[src/rtl/bcrec_pkg.sv]
package bcrec_pkg;
  localparam int unsigned CNT_W    = 8;
  localparam int unsigned NUM_CNT  = 2;
  localparam int unsigned IDX_FUNC = 0;
  localparam int unsigned IDX_BIST = 1;
  typedef logic [CNT_W-1:0] cnt_t;
endpackage

[src/rtl/bcrec_mode_tracker.sv]
module bcrec_mode_tracker (
  input  logic clk_i,
  input  logic rst_ni,
  input  logic bist_en_i,
  output logic bist_entry_o
);
  logic bist_q;

  always_ff @(posedge clk_i or negedge rst_ni) begin
    if (!rst_ni) bist_q <= 1'b0;
    else         bist_q <= bist_en_i;
  end

  assign bist_entry_o = bist_en_i & ~bist_q;

  AST_ENTRY_ONE_CYCLE: assert property (@(posedge clk_i) disable iff (!rst_ni)
    bist_entry_o |=> !bist_entry_o);
endmodule

[src/rtl/bcrec_sat_counter.sv]
module bcrec_sat_counter #(
  parameter int unsigned WIDTH = 8
) (
  input  logic             clk_i,
  input  logic             rst_ni,
  input  logic             clr_i,
  input  logic             inc_i,
  output logic [WIDTH-1:0] count_o
);
  localparam logic [WIDTH-1:0] MAX_VAL = {WIDTH{1'b1}};
  localparam logic [WIDTH-1:0] ONE     = {{(WIDTH-1){1'b0}}, 1'b1};

  logic [WIDTH-1:0] cnt_q;

  // clear wins over the old value, but a same-cycle increment still lands
  always_ff @(posedge clk_i or negedge rst_ni) begin
    if (!rst_ni)                      cnt_q <= '0;
    else if (clr_i)                   cnt_q <= inc_i ? ONE : '0;
    else if (inc_i && cnt_q != MAX_VAL) cnt_q <= cnt_q + ONE;
  end

  assign count_o = cnt_q;

  AST_NO_OVERFLOW: assert property (@(posedge clk_i) disable iff (!rst_ni)
    (cnt_q == MAX_VAL && !clr_i) |=> cnt_q == MAX_VAL);
  AST_IDLE_STABLE: assert property (@(posedge clk_i) disable iff (!rst_ni)
    (!clr_i && !inc_i) |=> $stable(cnt_q));
endmodule

[src/rtl/bcrec_top.sv]
module bcrec_top
  import bcrec_pkg::*;
(
  input  logic             clk_i,
  input  logic             rst_ni,
  input  logic             crc_err_i,
  input  logic             link_det_i,
  input  logic             bist_en_i,
  input  logic             rd_en_i,
  input  logic             rd_sel_i,
  output logic [CNT_W-1:0] rd_data_o
);
  logic               bist_entry;
  logic               err_valid;
  logic [NUM_CNT-1:0] cnt_clr;
  logic [NUM_CNT-1:0] cnt_inc;
  cnt_t               cnt [NUM_CNT];

  bcrec_mode_tracker u_mode (
    .clk_i        (clk_i),
    .rst_ni       (rst_ni),
    .bist_en_i    (bist_en_i),
    .bist_entry_o (bist_entry)
  );

  assign err_valid = crc_err_i & link_det_i;

  always_comb begin
    cnt_inc           = '0;
    cnt_clr           = '0;
    cnt_inc[IDX_FUNC] = err_valid & ~bist_en_i;
    cnt_inc[IDX_BIST] = err_valid &  bist_en_i;
    cnt_clr[IDX_FUNC] = rd_en_i & (rd_sel_i == 1'(IDX_FUNC));
    cnt_clr[IDX_BIST] = bist_entry;
  end

  for (genvar g = 0; g < NUM_CNT; g++) begin : g_cnt
    bcrec_sat_counter #(.WIDTH(CNT_W)) u_cnt (
      .clk_i   (clk_i),
      .rst_ni  (rst_ni),
      .clr_i   (cnt_clr[g]),
      .inc_i   (cnt_inc[g]),
      .count_o (cnt[g])
    );
  end

  assign rd_data_o = rd_sel_i ? cnt[IDX_BIST] : cnt[IDX_FUNC];

  AST_NO_LINK_FUNC: assert property (@(posedge clk_i) disable iff (!rst_ni)
    (!link_det_i && !rd_en_i) |=> $stable(cnt[IDX_FUNC]));
  AST_FUNC_FROZEN: assert property (@(posedge clk_i) disable iff (!rst_ni)
    (bist_en_i && !rd_en_i) |=> $stable(cnt[IDX_FUNC]));
  AST_BIST_ENTRY_CLR: assert property (@(posedge clk_i) disable iff (!rst_ni)
    (bist_en_i && !$past(bist_en_i) && !crc_err_i) |=> cnt[IDX_BIST] == '0);
  AST_BIST_HOLD: assert property (@(posedge clk_i) disable iff (!rst_ni)
    !bist_en_i |=> $stable(cnt[IDX_BIST]));
  AST_BIST_RD_KEEP: assert property (@(posedge clk_i) disable iff (!rst_ni)
    (rd_en_i && rd_sel_i && !err_valid && !bist_entry) |=> $stable(cnt[IDX_BIST]));
endmodule

[config.mk]
export PLATFORM = sky130hd
export DESIGN_NAME = bcrec_top
export DESIGN_NICKNAME = d
export VERILOG_FILES = /design/src/rtl/bcrec_pkg.sv /design/src/rtl/bcrec_mode_tracker.sv /design/src/rtl/bcrec_sat_counter.sv /design/src/rtl/bcrec_top.sv
export SDC_FILE = /design/constraint.sdc
export NUM_CORES = 1
export LEC_CHECK = 0
export BUFFER_PORTS_ARGS = -buffer_cell sky130_fd_sc_hd__buf_2
export CAP_MARGIN = 20
export CORE_ASPECT_RATIO = 0.7
export CORE_MARGIN = 2
export CORE_UTILIZATION = 40
export CTS_BUF_LIST = sky130_fd_sc_hd__clkbuf_4
export DETAILED_ROUTE_END_ITERATION = 8
export HOLD_SLACK_MARGIN = 0.12
export PLACE_DENSITY = 0.68
export RECOVER_POWER = 25
export REMOVE_ABC_BUFFERS = 1
export SYNTH_ARGS = -nofsm -noshare
export SYNTH_HDL_FRONTEND = slang
export SYNTH_SLANG_ARGS = --single-unit
[constraint.sdc]
create_clock -name clk_i -period 2.45 [get_ports clk_i]
set_input_delay 0.49 -clock clk_i [delete_from_list [all_inputs] [get_ports clk_i]]
set_output_delay 0.49 -clock clk_i [all_outputs]
set_load 0.005 [all_outputs]
Word level (Yosys, flattened, before mapping)
Cells that the tools add are included.

word-level totals
  memory bits (writable) = 0
  bits in registers = 17
  output and inout port bits = 8
  bits in latches = 0
  memories kept = 0
  input port bits = 7
  word-level logic and storage cells = 26
  memory bits (read-only) = 0

cells by class
  bitwise gates (word level) = 8
  multiplexer cells = 7
  reductions and logical operators = 4
  add/subtract/negate cells = 2
  multipliers = 0
  div/mod/pow operators = 0
  shift operators = 0
  magnitude comparators = 0
  equal/unequal tests = 2

operators by type and width
  kind                                          count
  2-to-1 mux 8 bit                              5
  adder 8 x 1 -> 8 bit, second input constant   2
  inequality test 8 bit, second input constant  2
  AND 1 bit                                     5
  nonzero test 2 bit                            2
  NOT 1 bit                                     3
  logical AND 1 bit                             2
  2-to-1 mux 1 bit                              2

Logic depth before layout (Yosys ltp)
Gate-level depths: netlist of the first run.

  depth in word-level cells = 5
  gate-level depth with buffers = 6
  mapped depth without buffers = 5

Modules after synthesis
From an unflattened synthesis of the first run, not the netlist that was laid out.

second synthesis, totals
  cell total of the unflattened synthesis = 108
  area, all modules = 1139.8 µm²

modules (own cells, without submodules)
  module              instances  sequential area each (µm²)  area an instance (µm²)  cells an instance
  bcrec_sat_counter   2          200.2                       473.0                   47
  bcrec_top           1          0.0                         155.1                   12
  bcrec_mode_tracker  1          25.0                        38.8                    2

Worst setup path after synthesis of the first run
No wires, ideal clock.

  kind = register to register
  start point = reg g_cnt[1].u_cnt.cnt_q[0]
  end point = reg g_cnt[1].u_cnt.cnt_q[5]
  period minus slack after synthesis = 1793 ps
  path slack = 657 ps
  library setup time = 78 ps
  path buffers = 1
  data required time = 2372 ps
  arrival = 1715 ps
  cell stages (with the launch flop) = 7
  path through = dfrtp_1 ha_1 and3_2 a21o_1 buf_6 or4_1 a21oi_1

on the way
  longest elaborated chain between the ends = 3

ends and longest elaborated chain
  item                                                                  line                     source
  from (decl)                                                           bcrec_sat_counter.sv:13  logic [WIDTH-1:0] cnt_q;
  from (signal assigned)                                                bcrec_sat_counter.sv:18  else if (clr_i) cnt_q <= inc_i ? ONE : '0;
  from (signal assigned)                                                bcrec_sat_counter.sv:19  else if (inc_i && cnt_q != MAX_VAL) cnt_q <= cnt_q + ONE;
  adder 8 x 1 -> 8 bit / inequality test 8 bit (equally long branches)  bcrec_sat_counter.sv:19
  2-to-1 mux 8 bit / logical AND 1 bit (equally long branches)          bcrec_sat_counter.sv:19
  2-to-1 mux 8 bit / nonzero test 2 bit (equally long branches)         n/a

Several ways; a longest one is shown, not always the timed one. The select of a mux whose other input is x is not followed.
A chain may end at the register's enable or synchronous reset.

Worst setup path after layout of the first run
Same ends and word-level chain as after synthesis.

==> results_tabular.tex, run 1 <==
\begin{tabular}{lr}
\hline
Metric & Value \\
\hline
\multicolumn{2}{l}{\textbf{GRT}} \\
\quad Pin count of the biggest net entering global routing & 18 \\
\quad Remaining global-route overflow & 0 \\
\quad GRT Max-Usage Layer & met1 \\
\quad Met2 usage & 0.221 \\
\quad Vias in the first global route & 751 \\
\quad Antenna violations before repair & 0 \\
\quad Global-route track usage on met3 & 0.0538 \\
\quad GRT Overall Usage & 0.162 \\
\quad Met1 capacity usage during global routing & 0.247 \\
\quad First-pass GRT wire length & 3.60 mm \\
\multicolumn{2}{l}{\textbf{STA}} \\
\quad Post-Route Hold Slack & 0.374 ns \\
\quad Relative slew margins & 0.374 \\
\quad Portion of the clock cycle consumed by the worst path in the final layout & 0.766 \\
\quad Final total negative setup slack & 0 ns \\
\quad F\_max & 0.533 GHz \\
\quad Total count of max-transition violations in the final report & 0 \\
\quad Worst-margin pin slew & 0.938 ns \\
\quad RSZ-0062 raised after global routing & false \\
\quad Final hold violation count & 0 \\
\quad Largest clock skew in the final design & 0.00860 ns \\
\quad Post-layout minimum cycle time & 1.88 ns \\
\quad Count of endpoints failing setup in the final report & 0 \\
\multicolumn{2}{l}{\textbf{Synthesis}} \\
\quad Unique masters post-synth & 34 \\
\quad Post-synthesis sequential area ratio & 0.413 \\
\quad Syn Area/Cell & 9.28 sq um \\
\quad Number of flops mapped to enable cells by yosys & 0 \\
\quad Total of warnings raised by yosys & 0 \\
\quad Leading register cell type out of synthesis & sky130\_fd\_sc\_hd\_\_dfrtp\_1 \\
\quad Area of the mapped netlist & 0.00103 sq mm \\
\quad Cells after synthesis & 111 \\
\quad Share of synthesized registers carrying an async set or reset & 1.00 \\
\quad Count of state elements after synthesis & 17 \\
\multicolumn{2}{l}{\textbf{Clocking}} \\
\quad Clock tree buffer depth & 2 \\
\quad Sink Count & 17 \\
\quad Post CTS Setup Buffer Count & 0 \\
\quad Num CTS Buffers & 3 \\
\quad Buffer cell driving the clock tree root & sky130\_fd\_sc\_hd\_\_clkbuf\_4 \\
\quad Clock-pin slew reported for the worst setup and hold paths after clock tree synthesis & 0.11 ns \\
\quad Clock latency at the later pin of the worst-skew pair & 0.29 ns \\
\quad Clock tree from TritonCTS & done \\
\quad H-tree lvl count & 1 \\
\multicolumn{2}{l}{\textbf{Place}} \\
\quad Detailed Place HPWL & 1.62 mm \\
\quad Routability cong. & 0.794 \\
\quad IO Port Bufs & 14 \\
\multicolumn{2}{l}{\textbf{Setup path}} \\
\quad Crit path max-delay family & simple AND/OR/NAND/NOR gates \\
\quad FF-to-FF setup slack & 0.57 ns \\
\quad CP max stage delay & 0.49 ns \\
\quad Critical path cell sequence & ha\_1, and3\_2, a21o\_1, or4\_1, a21oi\_1 \\
\quad Launching element type of the critical path & flop \\
\quad Library cell contributing the largest single delay on the critical path & sky130\_fd\_sc\_hd\_\_or4\_1 \\
\quad Critical path buffers and inverters & 0 \\
\quad Largest fanout on the critical path & 9 \\
\quad Element type at the critical path end & flop \\
\quad Arrival time worst endpoint & 2.10 ns \\
\quad Worst setup path category & reg2reg \\
\quad Worst endpoint required time & 2.67 ns \\
\multicolumn{2}{l}{\textbf{Drt}} \\
\quad Total wirelength of the detailed-routed design & 2.16 mm \\
\quad First drt pass iteration count & 4 \\
\quad Remaining antenna violation count & 0 \\
\quad DRC marker count from the first detailed-route iteration & 67 \\
\quad DR vias & 893 \\
\quad Average routed wire per standard cell & 13.7 um \\
\quad Via count normalized by instance count & 5.69 \\
\quad DR DRC count & 0 \\
\multicolumn{2}{l}{\textbf{Die}} \\
\quad Number of placement rows & 15 \\
\quad Horiz. Die Dim & 64.6 um \\
\quad Core ar. & 0.00246 sq mm \\
\quad Floorplan die area & 0.00300 sq mm \\
\quad Die boundary height & 46.5 um \\
\quad Number of I/O pins & 15 \\
\quad Initial Util & 0.419 \\
\multicolumn{2}{l}{\textbf{Layout}} \\
\quad Core Util, Final & 0.466 \\
\quad Area Growth Syn to Fin & 11.2\% \\
\quad Leading cell types in the layout, fill and taps excluded & sky130\_fd\_sc\_hd\_\_dfrtp\_1, sky130\_fd\_sc\_hd\_\_buf\_2, sky130\_fd\_sc\_hd\_\_nand2\_1, sky130\_fd\_sc\_hd\_\_nand3\_1, sky130\_fd\_sc\_hd\_\_a21oi\_1 \\
\quad Most frequent standard cell in the layout excluding fill and tap cells & sky130\_fd\_sc\_hd\_\_dfrtp\_1 \\
\quad Diode insertion count for antenna repair & 0 \\
\quad Count of filler cells inserted in the layout & 243 \\
\quad Number of nets in the layout & 133 \\
\quad Layout cell share with drive strength beyond 1 & 0.220 \\
\multicolumn{2}{l}{\textbf{Status}} \\
\quad Status & finished, final reports clean \\
\multicolumn{2}{l}{\textbf{Power and ir drop}} \\
\quad Power per standard cell area & 465 mW/mm\^{}2 \\
\quad Max rail drop VDD & 0.000309 V \\
\quad Leakage & 0.521 nW \\
\multicolumn{2}{l}{\textbf{Hold path}} \\
\quad Hold/Removal Path Class & in2reg \\
\multicolumn{2}{l}{\textbf{Run}} \\
\quad Max cap viols & 0 \\
\hline
\end{tabular}
## routing by layer
metal / wire length (um) / vias up
met5: 0 / -
met4: 13 / 0
met3: 103 / 2
met2: 864 / 25
met1: 1180 / 427
li1: - / 439
## sequential cells by signal, summed over array words and instances (netlist names)
name and cells:
g_cnt.u_cnt.count_o 16, u_mode.bist_q 1
## where the power goes
| group | internal, mW | total [mW] | switching (mW) |
|---|---|---|---|
| clock | 0.0743 | 0.164 | 0.0893 |
| combinational | 0.0263 | 0.0629 | 0.0366 |
| sequential | 0.291 | 0.306 | 0.0145 |
| total | 0.392 | 0.532 | 0.140 |
## layout make-up
type,count,area (sq um),area share
clock buffers,4,30.0,0.0262
inverters,2,7.51,0.00656
multi-input cells,85,562,0.491
flip-flops and latches,17,425,0.372
repair buffers,15,77.6,0.0678
well taps,34,42.5,0.0372
## path summary, 6_finish.rpt
path / start / end / depth (start not counted)
worst max-delay path: g_cnt[1].u_cnt.count_o[0]$_DFFE_PN0P_ / g_cnt[1].u_cnt.count_o[5]$_DFFE_PN0P_ / 5
worst min-delay path: bist_en_i / u_mode.bist_q$_DFF_PN0_ / 1
worst max register to register: g_cnt[1].u_cnt.count_o[0]$_DFFE_PN0P_ / g_cnt[1].u_cnt.count_o[5]$_DFFE_PN0P_ / 5
worst min register to register: g_cnt[1].u_cnt.count_o[6]$_DFFE_PN0P_ / g_cnt[1].u_cnt.count_o[6]$_DFFE_PN0P_ / 2
max in group asynchronous: rst_ni / g_cnt[1].u_cnt.count_o[0]$_DFFE_PN0P_ / 2
min in group asynchronous: rst_ni / g_cnt[0].u_cnt.count_o[6]$_DFFE_PN0P_ / 2
## timing repair
| item | CTS | global route |
|---|---|---|
| resized for setup | 0 | 0 |
| endpoints found under the hold margin | 17 | 0 |
| hold buffers | 1 | 0 |
## cells by family after synthesis
group / after synthesis / share of synthesized area
and+or+nand+nor: 49 / 0.260
AOI/OAI and AO/OA: 22 / 0.137
DFF: 17 / 0.413
muxes: 11 / 0.115
buffers and inverters: 9 / 0.0413
adders and majority gates: 2 / 0.0243
xor gates and xnor gates: 1 / 0.00851
## stage by stage
stage / instances / instance area [sq um] / worst slack [ns] / power [mW]
after floorplan: 104 / 995 / 0.700 / 0.343
after global placement: 152 / 1110 / 0.571 / 0.370
after detailed placement: 152 / 1110 / 0.560 / 0.374
after CTS: 157 / 1150 / 0.562 / 0.541
after global routing: 157 / 1140 / 0.467 / 0.565
final: 157 / 1140 / 0.573 / 0.532
## synthesized netlist by cell type, types with 2 or more instances
master                      n  area share
sky130_fd_sc_hd__a21oi_1    8       0.039
sky130_fd_sc_hd__clkbuf_1   4       0.015
sky130_fd_sc_hd__dfrtp_1   17        0.41
sky130_fd_sc_hd__ha_1       2       0.024
sky130_fd_sc_hd__inv_1      2      0.0073
sky130_fd_sc_hd__mux2_2     7       0.077
sky130_fd_sc_hd__mux2i_1    4       0.039
sky130_fd_sc_hd__nand2_1   10       0.036
sky130_fd_sc_hd__nand2b_1   2       0.012
sky130_fd_sc_hd__nand3_1   10       0.049
sky130_fd_sc_hd__nand4_1    3       0.018
sky130_fd_sc_hd__nor2_1     7       0.026
sky130_fd_sc_hd__nor2b_1    2       0.012
sky130_fd_sc_hd__nor3_1     3       0.015
sky130_fd_sc_hd__o211ai_1   3       0.022
sky130_fd_sc_hd__o21ai_0    3       0.015
sky130_fd_sc_hd__o31ai_1    3       0.022
sky130_fd_sc_hd__or4_1      5       0.036
## worst register-to-register path, cell delays in order (launching register included)
cell,delay (ns)
sky130_fd_sc_hd__dfrtp_1,0.44
sky130_fd_sc_hd__ha_1,0.26
sky130_fd_sc_hd__and3_2,0.22
sky130_fd_sc_hd__a21o_1,0.27
sky130_fd_sc_hd__or4_1,0.49
sky130_fd_sc_hd__a21oi_1,0.15
Power figures use the tool's default switching activity.
==> inputs of run 2 (changes only) <==
--- a/config.mk
+++ b/config.mk
@@ -13,7 +13,7 @@
 export CTS_BUF_LIST = sky130_fd_sc_hd__clkbuf_4
 export DETAILED_ROUTE_END_ITERATION = 8
 export HOLD_SLACK_MARGIN = 0.12
-export PLACE_DENSITY = 0.68
+export PLACE_DENSITY = 0.71
 export RECOVER_POWER = 25
 export REMOVE_ABC_BUFFERS = 1
 export SYNTH_ARGS = -nofsm -noshare
==> constraint.sdc (replaced) <==
create_clock -name clk_i -period 1.6 [get_ports clk_i]
set_input_delay 0.32 -clock clk_i [delete_from_list [all_inputs] [get_ports clk_i]]
set_output_delay 0.32 -clock clk_i [all_outputs]
set_load 0.005 [all_outputs]
==> run 2 against run 1 <==
  * The flow now finishes with violations (setup timing)
  * Clock-buffer cell count down 1
  * Clock skew grew 0.0024 ns
  * Register-to-register slack got worse by 0.59 ns
  * Non-clock buffer count rose by 20
  * Cell count rose by 13%
  * Utilization grew 7.0 points
  * Total power grew 60%
  * Largest cell class unchanged
==> results_tabular.tex, run 2 (same netlist as run 1, synthesis figures left out) <==
\begin{tabular}{lr}
\hline
Metric & Value \\
\hline
\multicolumn{2}{l}{\textbf{STA}} \\
\quad Final WS setup & -0.0189 ns (-0.592 ns) \\
\quad Final hold violation count & 0 (unchanged) \\
\quad Post-layout minimum cycle time & 1.62 ns (-0.258 ns) \\
\quad Total count of max-transition violations in the final report & 0 (unchanged) \\
\quad Count of endpoints failing setup in the final report & 2 (+2) \\
\quad RSZ-0062 raised after global routing & true \\
\quad Final total negative setup slack & -0.0294 ns (-0.0294 ns) \\
\quad Portion of the clock cycle consumed by the worst path in the final layout & 1.01 (+0.246) \\
\quad Relative slew margins & 0.365 (-0.00971) \\
\quad F\_max & 0.618 GHz (+16\%) \\
\quad Post-Route Hold Slack & 0.172 ns (-0.202 ns) \\
\quad Worst-margin pin slew & 0.953 ns (+0.0146 ns) \\
\quad Largest clock skew in the final design & 0.0110 ns (+0.00244 ns) \\
\multicolumn{2}{l}{\textbf{Clocking}} \\
\quad Clock tree buffer depth & 2 (unchanged) \\
\quad Num CTS Buffers & 3 (unchanged) \\
\quad Buffer cell driving the clock tree root & sky130\_fd\_sc\_hd\_\_clkbuf\_4 \\
\quad H-tree lvl count & 1 (unchanged) \\
\quad Clock latency at the later pin of the worst-skew pair & 0.30 ns (about the same) \\
\quad Clock-pin slew reported for the worst setup and hold paths after clock tree synthesis & 0.11 ns (about the same) \\
\quad Sink Count & 17 (unchanged) \\
\quad Clock tree from TritonCTS & done \\
\multicolumn{2}{l}{\textbf{Place}} \\
\quad IO Port Bufs & 14 (unchanged) \\
\quad Cells after DPL & 167 (+9.9\%) \\
\quad Routability cong. & 0.761 (-4.2\%) \\
\quad Detailed Place HPWL & 1.90 mm (+17\%) \\
\multicolumn{2}{l}{\textbf{Setup path}} \\
\quad Crit path max-delay family & simple AND/OR/NAND/NOR gates \\
\quad Worst setup path category & reg2reg \\
\quad CP max stage delay & 0.46 ns (-0.03 ns) \\
\quad Library cell contributing the largest single delay on the critical path & sky130\_fd\_sc\_hd\_\_or4\_4 \\
\quad Arrival time worst endpoint & 1.87 ns (-0.23 ns) \\
\quad Largest fanout on the critical path & 3 (-6) \\
\quad Worst endpoint required time & 1.85 ns (-0.82 ns) \\
\quad Critical path buffers and inverters & 1 (+1) \\
\quad Critical path cell sequence & ha\_2, and3\_4, a21o\_1, buf\_4, or4\_4, nand2\_1 \\
\quad Launching element type of the critical path & flop \\
\quad Element type at the critical path end & flop \\
\multicolumn{2}{l}{\textbf{Power and ir drop}} \\
\quad Net Sw Frac & 0.282 (+0.0180) \\
\quad Int Power & 0.610 mW (+56\%) \\
\quad Max rail drop VDD & 0.000320 V (+3.7\%) \\
\quad Leakage & 0.626 nW (+20\%) \\
\quad Power Total & 0.849 mW (+60\%) \\
\quad Power per standard cell area & 645 mW/mm\^{}2 (+39\%) \\
\quad Clock power share & 0.290 (-0.017) \\
\quad Power dissipated by switching net loads & 0.239 mW (+70\%) \\
\quad Power share of the sequential group & 0.538 (-0.037) \\
\quad Combinational share of power & 0.172 (+0.054) \\
\multicolumn{2}{l}{\textbf{Layout}} \\
\quad Layout Cells excl Fill & 177 (+13\%) \\
\quad Area Growth Syn to Fin & 27.9\% \\
\quad Most frequent standard cell in the layout excluding fill and tap cells & sky130\_fd\_sc\_hd\_\_buf\_4 \\
\quad Flip-flop count of the largest register after layout & 16 (unchanged) \\
\quad Layout cell share with drive strength beyond 1 & 0.364 (+0.144) \\
\quad Number of nets in the layout & 153 (+15\%) \\
\quad Leading cell types in the layout, fill and taps excluded & sky130\_fd\_sc\_hd\_\_buf\_4, sky130\_fd\_sc\_hd\_\_dfrtp\_1, sky130\_fd\_sc\_hd\_\_buf\_2 \\
\quad Diode insertion count for antenna repair & 0 (unchanged) \\
\multicolumn{2}{l}{\textbf{Status}} \\
\quad Status & finished with violations \\
\quad Failing checks & setup timing \\
\multicolumn{2}{l}{\textbf{GRT}} \\
\quad Pin count of the biggest net entering global routing & 18 (unchanged) \\
\quad Vias in the first global route & 890 (+19\%) \\
\quad Remaining global-route overflow & 0 (unchanged) \\
\quad Antenna violations before repair & 0 (unchanged) \\
\quad First-pass GRT wire length & 4.06 mm (+13\%) \\
\quad GRT Overall Usage & 0.184 (+0.0228) \\
\multicolumn{2}{l}{\textbf{Die}} \\
\quad Number of placement rows & 15 (unchanged) \\
\quad Horiz. Die Dim & 64.6 um (unchanged) \\
\quad Initial Util & 0.419 (unchanged) \\
\quad Core ar. & 0.00246 sq mm (unchanged) \\
\quad Floorplan die area & 0.00300 sq mm (unchanged) \\
\quad Die boundary height & 46.5 um (unchanged) \\
\quad Number of I/O pins & 15 (unchanged) \\
\multicolumn{2}{l}{\textbf{Drt}} \\
\quad First drt pass iteration count & 4 (unchanged) \\
\quad Via count normalized by instance count & 5.67 (-0.37\%) \\
\quad Average routed wire per standard cell & 14.7 um (+6.6\%) \\
\quad Remaining antenna violation count & 0 (unchanged) \\
\quad DR DRC count & 0 (unchanged) \\
\quad DR vias & 1003 (+12\%) \\
\quad Total wirelength of the detailed-routed design & 2.59 mm (+20\%) \\
\quad DRC marker count from the first detailed-route iteration & 54 (-19\%) \\
\multicolumn{2}{l}{\textbf{Run}} \\
\quad Max cap viols & 0 (unchanged) \\
\multicolumn{2}{l}{\textbf{Hold path}} \\
\quad Hold/Removal Path Class & in2reg \\
\hline
\end{tabular}
[run 2: path summary, 6_finish.rpt]
path                                                               to                                  start  slack, ns  cells after the start
worst max-delay path            g_cnt[1].u_cnt.count_o[4]$_DFFE_PN0P_  g_cnt[1].u_cnt.count_o[1]$_DFFE_PN0P_      -0.02                      6
worst min-delay path                          u_mode.bist_q$_DFF_PN0_                              bist_en_i       0.17                      1
worst max register to register  g_cnt[1].u_cnt.count_o[4]$_DFFE_PN0P_  g_cnt[1].u_cnt.count_o[1]$_DFFE_PN0P_      -0.02                      6
worst min register to register  g_cnt[1].u_cnt.count_o[6]$_DFFE_PN0P_  g_cnt[1].u_cnt.count_o[6]$_DFFE_PN0P_       0.60                      2
max in group asynchronous       g_cnt[0].u_cnt.count_o[1]$_DFFE_PN0P_                                 rst_ni       0.35                      2
min in group asynchronous       g_cnt[0].u_cnt.count_o[6]$_DFFE_PN0P_                                 rst_ni       0.67                      2
[run 2: stage by stage]
step,instance area [sq um],worst slack (ns),util
global placement,1220,-0.0742,0.496
detailed placement,1220,-0.137,0.496
floorplan,995,-0.150,-
finish,1320,-0.0189,0.536
global route,1320,-0.0609,0.536
CTS,1290,-0.0181,0.523
[run 2: cell type report]
| cell class | count | area (sq um) |
|---|---|---|
| Sequential cell | 17 | 425 |
| Clock buffer | 3 | 22.5 |
| Inverter | 2 | 7.51 |
| Fill cell | 237 | 1140 |
| Tap cell | 34 | 42.5 |
| Clock inverter | 1 | 5.00 |
| Multi-Input combinational cell | 85 | 582 |
| Timing Repair Buffer | 35 | 233 |
[run 2: power groups by stage]
stage               Combinational [mW]  Sequential [mW]  Clock (mW)
CTS                              0.145            0.458       0.257
global route                     0.163            0.460       0.270
detailed placement               0.136            0.466           0
finish                           0.146            0.457       0.246
global placement                 0.132            0.465           0
floorplan                       0.0541            0.471           0
[run 2: what timing repair did]
| action | 4_1_cts | 5_1_grt |
|---|---|---|
| hold buffers | 1 | 0 |
| pin swaps | 5 | 0 |
| setup endpoints to repair | 2 | 8 |
| setup buffers | 3 | 2 |
| gates cloned | 0 | 0 |
| resized for setup | 2 | 5 |
| endpoints found under the hold margin | 17 | 0 |
[run 2: layer usage]
layer  part of all wire  GRT usage
met2               0.47      0.296
met1               0.46      0.241
met4             0.0058     0.0638
met5                  0          0
met3              0.064     0.0562
